--- config.mk ---
export PLATFORM = sky130hd
export DESIGN_NAME = nand_cycle_seq
export DESIGN_NICKNAME = d
export VERILOG_FILES = /design/src/rtl/nand_seq_pkg.sv /design/src/rtl/nand_seq_timing.sv /design/src/rtl/nand_seq_fsm.sv /design/src/rtl/nand_seq_sync.sv /design/src/rtl/nand_cycle_seq.sv
export SDC_FILE = /design/constraint.sdc
export NUM_CORES = 1
export LEC_CHECK = 0
export BUFFER_PORTS_ARGS = -buffer_cell sky130_fd_sc_hd__buf_4
export CAP_MARGIN = 15
export CORE_UTILIZATION = 35
export DETAILED_ROUTE_END_ITERATION = 8
export PLACE_DENSITY = 0.48
export SYNTH_ARGS = -nofsm -noshare
export SYNTH_HDL_FRONTEND = slang
export SYNTH_SLANG_ARGS = --single-unit
--- constraint.sdc ---
create_clock -name clk -period 2 [get_ports clk]
set_clock_uncertainty 0.05 [all_clocks]
set_input_delay 0.2 -clock clk [delete_from_list [all_inputs] [get_ports clk]]
set_output_delay 0.2 -clock clk [all_outputs]
set_load 0.02 [all_outputs]
--- src/rtl/nand_seq_pkg.sv ---
package nand_seq_pkg;
   localparam logic [2:0] KIND_NONE  = 3'd0;
   localparam logic [2:0] KIND_CMD   = 3'd1;
   localparam logic [2:0] KIND_ADDR  = 3'd2;
   localparam logic [2:0] KIND_WDATA = 3'd3;
   localparam logic [2:0] KIND_RDATA = 3'd4;

   localparam int PH_CNT_W = 3;   // strobe/hold field width, also counter width

   typedef enum logic [1:0] {
      PH_IDLE   = 2'd0,
      PH_SETUP  = 2'd1,
      PH_STROBE = 2'd2,
      PH_HOLD   = 2'd3
   } phase_t;
endpackage

--- src/rtl/nand_seq_timing.sv ---
module nand_seq_timing #(
   parameter int NS_W    = 8,
   parameter int CLK_KHZ = 100000,
   parameter int SETUP_W = 2
) (
   input  logic               clk,
   input  logic               rst_n,
   input  logic               load,
   input  logic [NS_W-1:0]    setup_ns,
   input  logic [NS_W-1:0]    strobe_ns,
   input  logic [NS_W-1:0]    hold_ns,
   output logic [SETUP_W-1:0] setup_m1,
   output logic [nand_seq_pkg::PH_CNT_W-1:0] strobe_m1,
   output logic [nand_seq_pkg::PH_CNT_W-1:0] hold_m1,
   output logic               err
);
   import nand_seq_pkg::*;

   localparam int PROD_W = NS_W + 32;
   localparam int NFIELD = 3;

   logic [NS_W-1:0]   ns_v  [NFIELD];
   logic [PROD_W-1:0] ticks [NFIELD];
   logic [NFIELD-1:0] fits;

   assign ns_v[0] = setup_ns;
   assign ns_v[1] = strobe_ns;
   assign ns_v[2] = hold_ns;

   // Clocks minus one = floor(ns * kHz / 1e6); each field has its own ceiling.
   for (genvar i = 0; i < NFIELD; i++) begin : g_conv
      localparam int FW  = (i == 0) ? SETUP_W : PH_CNT_W;
      localparam int LIM = (1 << FW) - 1;
      assign ticks[i] = (PROD_W'(ns_v[i]) * PROD_W'(CLK_KHZ)) / PROD_W'(1000000);
      assign fits[i]  = (ticks[i] <= PROD_W'(LIM));
   end

   always_ff @(posedge clk or negedge rst_n) begin
      if (!rst_n) begin
         setup_m1  <= '1;
         strobe_m1 <= '1;
         hold_m1   <= '1;
         err       <= 1'b0;
      end else if (load) begin
         if (&fits) begin
            setup_m1  <= ticks[0][SETUP_W-1:0];
            strobe_m1 <= ticks[1][PH_CNT_W-1:0];
            hold_m1   <= ticks[2][PH_CNT_W-1:0];
            err       <= 1'b0;
         end else begin
            err       <= 1'b1;
         end
      end
   end
endmodule

--- src/rtl/nand_seq_fsm.sv ---
module nand_seq_fsm #(
   parameter int DATA_W  = 8,
   parameter int SETUP_W = 2
) (
   input  logic               clk,
   input  logic               rst_n,
   input  logic               req_valid,
   input  logic [2:0]         req_kind,
   input  logic [DATA_W-1:0]  req_byte,
   output logic               req_ready,
   input  logic [SETUP_W-1:0] setup_m1,
   input  logic [nand_seq_pkg::PH_CNT_W-1:0] strobe_m1,
   input  logic [nand_seq_pkg::PH_CNT_W-1:0] hold_m1,
   input  logic [DATA_W-1:0]  dq_in,
   output logic               cle,
   output logic               ale,
   output logic               nwe,
   output logic               nre,
   output logic [DATA_W-1:0]  dq_out,
   output logic               dq_oe,
   output logic [DATA_W-1:0]  rd_data,
   output logic               rd_valid
);
   import nand_seq_pkg::*;

   phase_t              phase;
   logic [PH_CNT_W-1:0] cnt;
   logic [2:0]          kind_q;
   logic [DATA_W-1:0]   byte_q;
   logic                active, is_cmd, is_wr, is_rd, is_addr, last;

   assign req_ready = (phase == PH_IDLE);
   assign active    = !req_ready;
   assign last      = (cnt == '0);

   assign is_cmd  = (kind_q == KIND_CMD);
   assign is_wr   = (kind_q == KIND_WDATA);
   assign is_rd   = (kind_q == KIND_RDATA);
   assign is_addr = !is_cmd && !is_wr && !is_rd && (kind_q != KIND_NONE);

   always_ff @(posedge clk or negedge rst_n) begin
      if (!rst_n) begin
         phase    <= PH_IDLE;
         cnt      <= '0;
         kind_q   <= KIND_NONE;
         byte_q   <= '0;
         rd_data  <= '0;
         rd_valid <= 1'b0;
      end else begin
         rd_valid <= 1'b0;
         unique case (phase)
            PH_IDLE: begin
               if (req_valid && req_kind != KIND_NONE) begin
                  phase  <= PH_SETUP;
                  cnt    <= PH_CNT_W'(setup_m1);
                  kind_q <= req_kind;
                  byte_q <= req_byte;
               end
            end
            PH_SETUP: begin
               if (last) begin
                  phase <= PH_STROBE;
                  cnt   <= strobe_m1;
               end else begin
                  cnt <= cnt - 1'b1;
               end
            end
            PH_STROBE: begin
               if (last) begin
                  phase <= PH_HOLD;
                  cnt   <= hold_m1;
                  if (is_rd) begin
                     rd_data  <= dq_in;
                     rd_valid <= 1'b1;
                  end
               end else begin
                  cnt <= cnt - 1'b1;
               end
            end
            PH_HOLD: begin
               if (last) phase <= PH_IDLE;
               else      cnt   <= cnt - 1'b1;
            end
            default: phase <= PH_IDLE;
         endcase
      end
   end

   assign cle    = active && is_cmd;
   assign ale    = active && is_addr;
   assign nwe    = !((phase == PH_STROBE) && !is_rd);
   assign nre    = !((phase == PH_STROBE) && is_rd);
   assign dq_oe  = active && !is_rd;
   assign dq_out = byte_q;
endmodule

--- src/rtl/nand_seq_sync.sv ---
module nand_seq_sync #(
   parameter int STAGES = 2
) (
   input  logic clk,
   input  logic rst_n,
   input  logic d,
   output logic q
);
   logic [STAGES-1:0] chain;

   always_ff @(posedge clk or negedge rst_n) begin
      if (!rst_n) chain <= '0;
      else        chain <= {chain[STAGES-2:0], d};
   end

   assign q = chain[STAGES-1];
endmodule

--- src/rtl/nand_cycle_seq.sv ---
module nand_cycle_seq #(
   parameter int DATA_W     = 8,
   parameter int NS_W       = 8,
   parameter int CLK_KHZ    = 100000,
   parameter bit WIDE_SETUP = 1'b0,
   parameter int SYNC_STAGES = 2
) (
   input  logic              clk,
   input  logic              rst_n,
   input  logic              tim_load,
   input  logic [NS_W-1:0]   tim_setup_ns,
   input  logic [NS_W-1:0]   tim_strobe_ns,
   input  logic [NS_W-1:0]   tim_hold_ns,
   output logic              tim_err,
   input  logic              ce_wr,
   input  logic              ce_sel,
   input  logic              req_valid,
   input  logic [2:0]        req_kind,
   input  logic [DATA_W-1:0] req_byte,
   output logic              req_ready,
   output logic [DATA_W-1:0] rd_data,
   output logic              rd_valid,
   output logic              nand_cle,
   output logic              nand_ale,
   output logic              nand_nwe,
   output logic              nand_nre,
   output logic              nand_nce,
   output logic [DATA_W-1:0] nand_dq_out,
   output logic              nand_dq_oe,
   input  logic [DATA_W-1:0] nand_dq_in,
   input  logic              nand_rb,
   output logic              dev_ready
);
   import nand_seq_pkg::*;

   localparam int SETUP_W = WIDE_SETUP ? PH_CNT_W : 2;

   if (DATA_W < 1) begin : g_bad_width
      $error("DATA_W must be at least 1");
   end
   if (CLK_KHZ < 1) begin : g_bad_clk
      $error("CLK_KHZ must be positive");
   end
   if (SYNC_STAGES < 2) begin : g_bad_sync
      $error("SYNC_STAGES must be at least 2");
   end

   logic [SETUP_W-1:0]  setup_m1;
   logic [PH_CNT_W-1:0] strobe_m1, hold_m1;

   nand_seq_timing #(.NS_W(NS_W), .CLK_KHZ(CLK_KHZ), .SETUP_W(SETUP_W)) u_timing (
      .clk(clk), .rst_n(rst_n), .load(tim_load),
      .setup_ns(tim_setup_ns), .strobe_ns(tim_strobe_ns), .hold_ns(tim_hold_ns),
      .setup_m1(setup_m1), .strobe_m1(strobe_m1), .hold_m1(hold_m1), .err(tim_err)
   );

   nand_seq_fsm #(.DATA_W(DATA_W), .SETUP_W(SETUP_W)) u_fsm (
      .clk(clk), .rst_n(rst_n),
      .req_valid(req_valid), .req_kind(req_kind), .req_byte(req_byte), .req_ready(req_ready),
      .setup_m1(setup_m1), .strobe_m1(strobe_m1), .hold_m1(hold_m1),
      .dq_in(nand_dq_in),
      .cle(nand_cle), .ale(nand_ale), .nwe(nand_nwe), .nre(nand_nre),
      .dq_out(nand_dq_out), .dq_oe(nand_dq_oe),
      .rd_data(rd_data), .rd_valid(rd_valid)
   );

   nand_seq_sync #(.STAGES(SYNC_STAGES)) u_rb_sync (
      .clk(clk), .rst_n(rst_n), .d(nand_rb), .q(dev_ready)
   );

   always_ff @(posedge clk or negedge rst_n) begin
      if (!rst_n)     nand_nce <= 1'b1;
      else if (ce_wr) nand_nce <= !ce_sel;
   end
endmodule

# Word-level counts from Yosys, hierarchy flattened
# Index checks and enable logic that the tools add are counted.
# op_classes
addsub,1
mul,3
div_mod_pow,3
order_cmp,3
eq_ne,11
shift,0
mux,14
n_bitwise,0
reduce_logical,26
# ops
cell,n
$div A25 B20 Y40 const B,3
$le A40 B3 Y1 const B,2
$mul A8 B12 Y20 const B,3
$le A40 B2 Y1 const B,1
$mux W3,4
$pmux W3 S4,1
$logic_and A1 B1 Y1,9
$mux W2,4
$pmux W2 S4,1
$reduce_and A4 Y1,2
$logic_not A1 Y1,7
$ne A2 B1 Y1 const B,3
$reduce_and A3 Y1,2
$reduce_bool A3 Y1,2
$eq A2 B2 Y1 const B,2
$mux W1,4
$ne A2 B2 Y1 const B,2
$reduce_and A2 Y1,2
$eq A3 B1 Y1 const B,1
$eq A3 B2 Y1 const B,1
$eq A3 B3 Y1 const B,1
$logic_not A3 Y1,1
$sub A3 B1 Y3 const B,1
$eq A2 B1 Y1 const B,1
$logic_not A2 Y1,1
# totals
register_bits,37
latchBits,0
ramBits,0
romBits,0
in_bits,50
output_inout_bits,26
word_cells,73
n_memories,0

# Logic depth before layout (Yosys ltp)
# logic_depth
word_depth,6
mapped_depth,35
mapped_depth_nobuf,30

# Modules after synthesis
# From an unflattened synthesis, not the netlist that was laid out.
# unflattened
cells_unflattened,1751
area_unflattened_um2,13554.2
# modules_own_cells
module,instances,cells_per_inst,area_per_inst_um2,seq_area_each_um2
nand_seq_timing,1,1650,12225.5,235.2
nand_seq_fsm,1,96,1238.7,625.6
nand_seq_sync,1,2,50.0,50.0
nand_cycle_seq,1,3,40.0,26.3

# Worst setup path before layout
# Ideal clock, no wire load.
# synth_timing
path_kind,in2reg
startpoint,input port tim_setup_ns[2]
endpoint,register u_timing.setup_m1[0]
setup_ps,97
arrival_time_ps,8332
required_ps,1853
slack_ps,-6479
cell_stages,30
n_path_buf,0
path_cell_list,ha_1 ha_1 inv_1 fa_1 inv_1 fa_1 ha_1 a211oi_2 o21bai_1 a2111o_1 a31oi_1 nand4b_1 a2111o_1 o31a_1 nand2b_4 o41a_4 a211oi_1 nand3b_2 o211a_1 nand2_1 o21a_1 or4_1 a2111oi_2 nor4_1 o31ai_1 o31ai_2 o21ai_2 mux2_1 o21a_1 o41ai_2
# synth_via
elab_chain_cells,4
# synth_lines
element,line_no,text
from (decl),nand_cycle_seq.sv:11,"input logic [NS_W-1:0] tim_setup_ns,"
$mul A8 B12 Y20 *,nand_seq_timing.sv:34,assign ticks[i] = (PROD_W'(ns_v[i]) * PROD_W'(CLK_KHZ)) / PROD_W'(1000000);
$div A25 B20 Y40 *,nand_seq_timing.sv:34,
$le A40 B2 Y1,nand_seq_timing.sv:35,assign fits[i] = (ticks[i] <= PROD_W'(LIM));
$reduce_and A4 Y1 (no line),n/a,
to (signal assigned),nand_seq_timing.sv:46,setup_m1 <= ticks[0][SETUP_W-1:0];
to (decl),nand_seq_timing.sv:12,"output logic [SETUP_W-1:0] setup_m1,"
# Every way passes the cells marked *; elsewhere a longest branch is shown, timed or not.
# A chain may end at the register's enable or synchronous reset.

# Final worst setup path
# layout_timing
startpoint,input port tim_hold_ns[2]
endpoint,register u_timing.hold_m1[0] in the netlist's numbering
# layout_via
elab_chain_cells,4
# layout_lines
element,line_no,text
from (decl),nand_cycle_seq.sv:13,"input logic [NS_W-1:0] tim_hold_ns,"
$mul A8 B12 Y20 *,nand_seq_timing.sv:34,
$div A25 B20 Y40 *,nand_seq_timing.sv:34,
$le A40 B3 Y1,nand_seq_timing.sv:35,
$reduce_and A4 Y1 (no line),n/a,
to (signal assigned),nand_seq_timing.sv:48,hold_m1 <= ticks[2][PH_CNT_W-1:0];
to (decl),nand_seq_timing.sv:14,"output logic [nand_seq_pkg::PH_CNT_W-1:0] hold_m1,"
# Marked as above.

==> key figures <==
Run status
  – Status: finished, violations left
  – Violated checks: setup timing

Setup path
  – CP arrival: 8160 ps
  – CP Max Fanout: 7
  – Kind of cell adding the most delay to the critical path: compound AO/OA/AOI/OAI gates
  – Buf/Inv on CP: 8
  – Worst stage delay on the critical path: roughly 500 ps
  – CP endpoint kind: flip-flop
  – Class of the most critical setup path: input pin to flip-flop
  – CP max stage cell: fa_1
  – Req. time, crit path: 2140 ps
  – Critical path startpoint category: input pin

STA
  – Max-slew headroom: 0.6177
  – Final worst-path cycle share: 4.011
  – Setup Viol. Count Final: 9
  – Final worst slack: -6022 ps
  – RSZ-0062 raised after global routing: yes
  – Fmax: 124.7 MHz
  – Hold Violations, Final: 0
  – Min cycle time layout: around 8000 ps
  – Slew @ Worst Pin: between 500 and 600 ps
  – Final Max Slew Viols: 0

Floorplanning
  – I/O pins: 76
  – Starting Density: 0.3547
  – Core area: between 0.03 and 0.04 mm2
  – Die Ht: between 150 and 200 um
  – Die area: ~0.040 mm2
  – Row count: between 70 and 80
  – Die Wd: around 200 um

Final layout
  – Fillcell total: roughly 3,600
  – Antenna cells: 0
  – Layout area overhead: 67.27%
  – Fin nets: roughly 2,900
  – Fraction of layout cells with a size suffix above 1: 0.4764
  – Post-route cell area: roughly 0.023 mm2

Clock tree
  – Clock root buffer: clkbuf_16
  – CTS Buf Count: 5
  – Htree depth: 2
  – Worst-skew pair later-pin latency: roughly 280 ps
  – Clock Pin Slew Worst Setup and Hold Paths: around 50 ps
  – Max clock buf depth: 2
  – CTS tree: done
  – CTS Sinks: 37

Run
  – # Max-Cap Violations: 0

Yosys
  – Yosys warnings: 0
  – Post-synthesis cell area: about 0.014 mm2
  – Number of synthesized register bits: 37
  – Netlist cell types: around 130
  – Sequential area share after synthesis: 0.06853
  – Synth Flop Type: dfrtp_1
  – Avg Cell Area, Syn: ~7.7 um2
  – Area contributors post-synth: ha_1, fa_1, dfrtp_1
  – Synth cell count leaders: ha_1, nor2_1, nand2_1, inv_1, a21oi_1
  – Synth Net Count: 2,034
  – Yosys top cell area share: 0.1510
  – Dominant cell by count in the synthesized netlist: ha_1
  – Asr flop ratio synth: 1.000
  – Number of synthesized flops with an enable pin: 0
  – Synth Instances: between 1,500 and 2,000
  – Yosys top cell by area: ha_1

Global route
  – Number of global-route vias before repair: roughly 16,000
  – First-pass GRT wire length: approximately 75,000 um
  – Pin count of the biggest net entering global routing: 38
  – GRT overflow: 0
  – Total GRT Usage: 0.2229
  – Initial antenna violation count: 0

Detailed routing
  – Drc violations: 0
  – Vias: between 15,000 and 20,000
  – Routed WL: roughly 46,000 um
  – Drt first pass iters: 5
  – WL met1: roughly 21,000 um
  – Uppermost layer routed: met4
  – WL met2: between 20,000 and 25,000 um
  – Violation count after the first detailed-route iteration: roughly 590
  – Final ANT Viol Nets: 0
  – Wire length per cell: roughly 15 um
  – Length of routed met3 wiring: between 700 and 800 um
  – Vias per std cell: around 5.3

Placement
  – Placed Area: approximately 0.021 mm2
  – Routability cong.: between 0.8 and 0.9
  – Final HPWL from detailed placement: a little under 40,000 um
  – Port bufs: 75

Min path
  – Worst hold path type: input pin to flip-flop
path summary, 6_finish.rpt:
kind	startpoint	to	slack [ps]	cells after the start
worst min-delay path	ce_sel	nand_nce$_DFFE_PN1P_	20	2
worst min register to register	u_rb_sync.chain[0]$_DFF_PN0_	u_rb_sync.chain[1]$_DFF_PN0_	300	0
worst max register to register	u_fsm.phase[0]$_DFFE_PN0P_	u_fsm.cnt[0]$_DFFE_PN0P_	230	8
worst max-delay path	tim_hold_ns[2]	u_timing.hold_m1[0]$_DFFE_PN1P_	-6020	35
min in group asynchronous	rst_n	u_rb_sync.chain[0]$_DFF_PN0_	400	2
max in group asynchronous	rst_n	u_timing.setup_m1[0]$_DFFE_PN1P_	1140	2
sequential cells by signal (all words and copies together), names as in the netlist, 2 cells and up:
signal              count
u_rb_sync.chain         2
u_fsm.phase             2
u_fsm.kind_q            3
u_timing.setup_m1       2
u_fsm.cnt               3
u_timing.strobe_m1      3
u_fsm.dq_out            8
u_fsm.rd_data           8
u_timing.hold_m1        3
metrics by stage:
| stage | TNS [ps] | hold WS, ps | setup WS, ps | utilization | std cells |
|---|---|---|---|---|---|
| after floorplan | -48270 | -145.6 | -6021 | - | 1783 |
| after global placement | -52520 | 138.8 | -6501 | 0.5425 | 3039 |
| after CTS | -48880 | 14.66 | -6003 | 0.5680 | 3082 |
| after detailed placement | -53350 | 144.9 | -6540 | 0.5425 | 3039 |
| after global routing | -52080 | 17.03 | -6338 | 0.5933 | 3119 |
| final | -49020 | 19.69 | -6022 | 0.5933 | 3119 |
what timing repair did:
| action | 4_1_cts | 5_1_grt |
|---|---|---|
| hold endpoints to repair | 29 | 0 |
| setup endpoints to repair | 9 | 11 |
| resized for setup | 113 | 130 |
| buffers inserted | 33 | 38 |
| pin swaps | 66 | 83 |
| hold buffers | 2 | 0 |
worst register-to-register path, stage by stage (launching register included):
cell and delay [ps]:
dfrtp_1 390, inv_1 80, ha_1 310, nor3_1 200, nor2_1 90, nor2_2 160
o22ai_1 100, o211ai_1 160, o21ai_0 100
metal layers:
metal	GRT usage	vias up
met5	0	-
met4	0.05287	0
met3	0.008101	64
met2	0.4173	207
met1	0.2782	7870
li1	-	8430
logic make-up after synthesis:
kind of cell / count (synthesis) / synth area share
and+or+nand+nor: 636 / 0.2420
AOI/OAI and AO/OA: 591 / 0.3302
adders and majority gates: 204 / 0.2060
buffers and inverters: 164 / 0.04840
xor gates and xnor gates: 99 / 0.06450
muxes: 52 / 0.04035
DFF: 37 / 0.06853
cell usage in the layout (no fill, tap or decap), types with 32 or more instances in the layout:
cell,count
buf_4,839
nand2_1,146
nor2_1,141
ha_1,134
inv_1,95
a21oi_1,78
o21ai_0,74
xnor2_1,63
nand3_1,40
nor3_1,34
a21o_1,34
fa_1,32
area by class of cell:
| cell class | instances | area, um2 | share of cell area |
|---|---|---|---|
| multi-input combinational | 1582 | 14040 | 0.6140 |
| timing repair buffer | 869 | 6680 | 0.2920 |
| sequential | 37 | 937.1 | 0.04097 |
| tap | 518 | 648.1 | 0.02833 |
| inverter | 105 | 401.6 | 0.01756 |
| clock buffer | 6 | 128.9 | 0.005634 |
| clock inverter | 2 | 35.03 | 0.001531 |
Power is not shown: default switching activity piles up to over one toggle a cycle in this logic, so the estimate is an artifact.
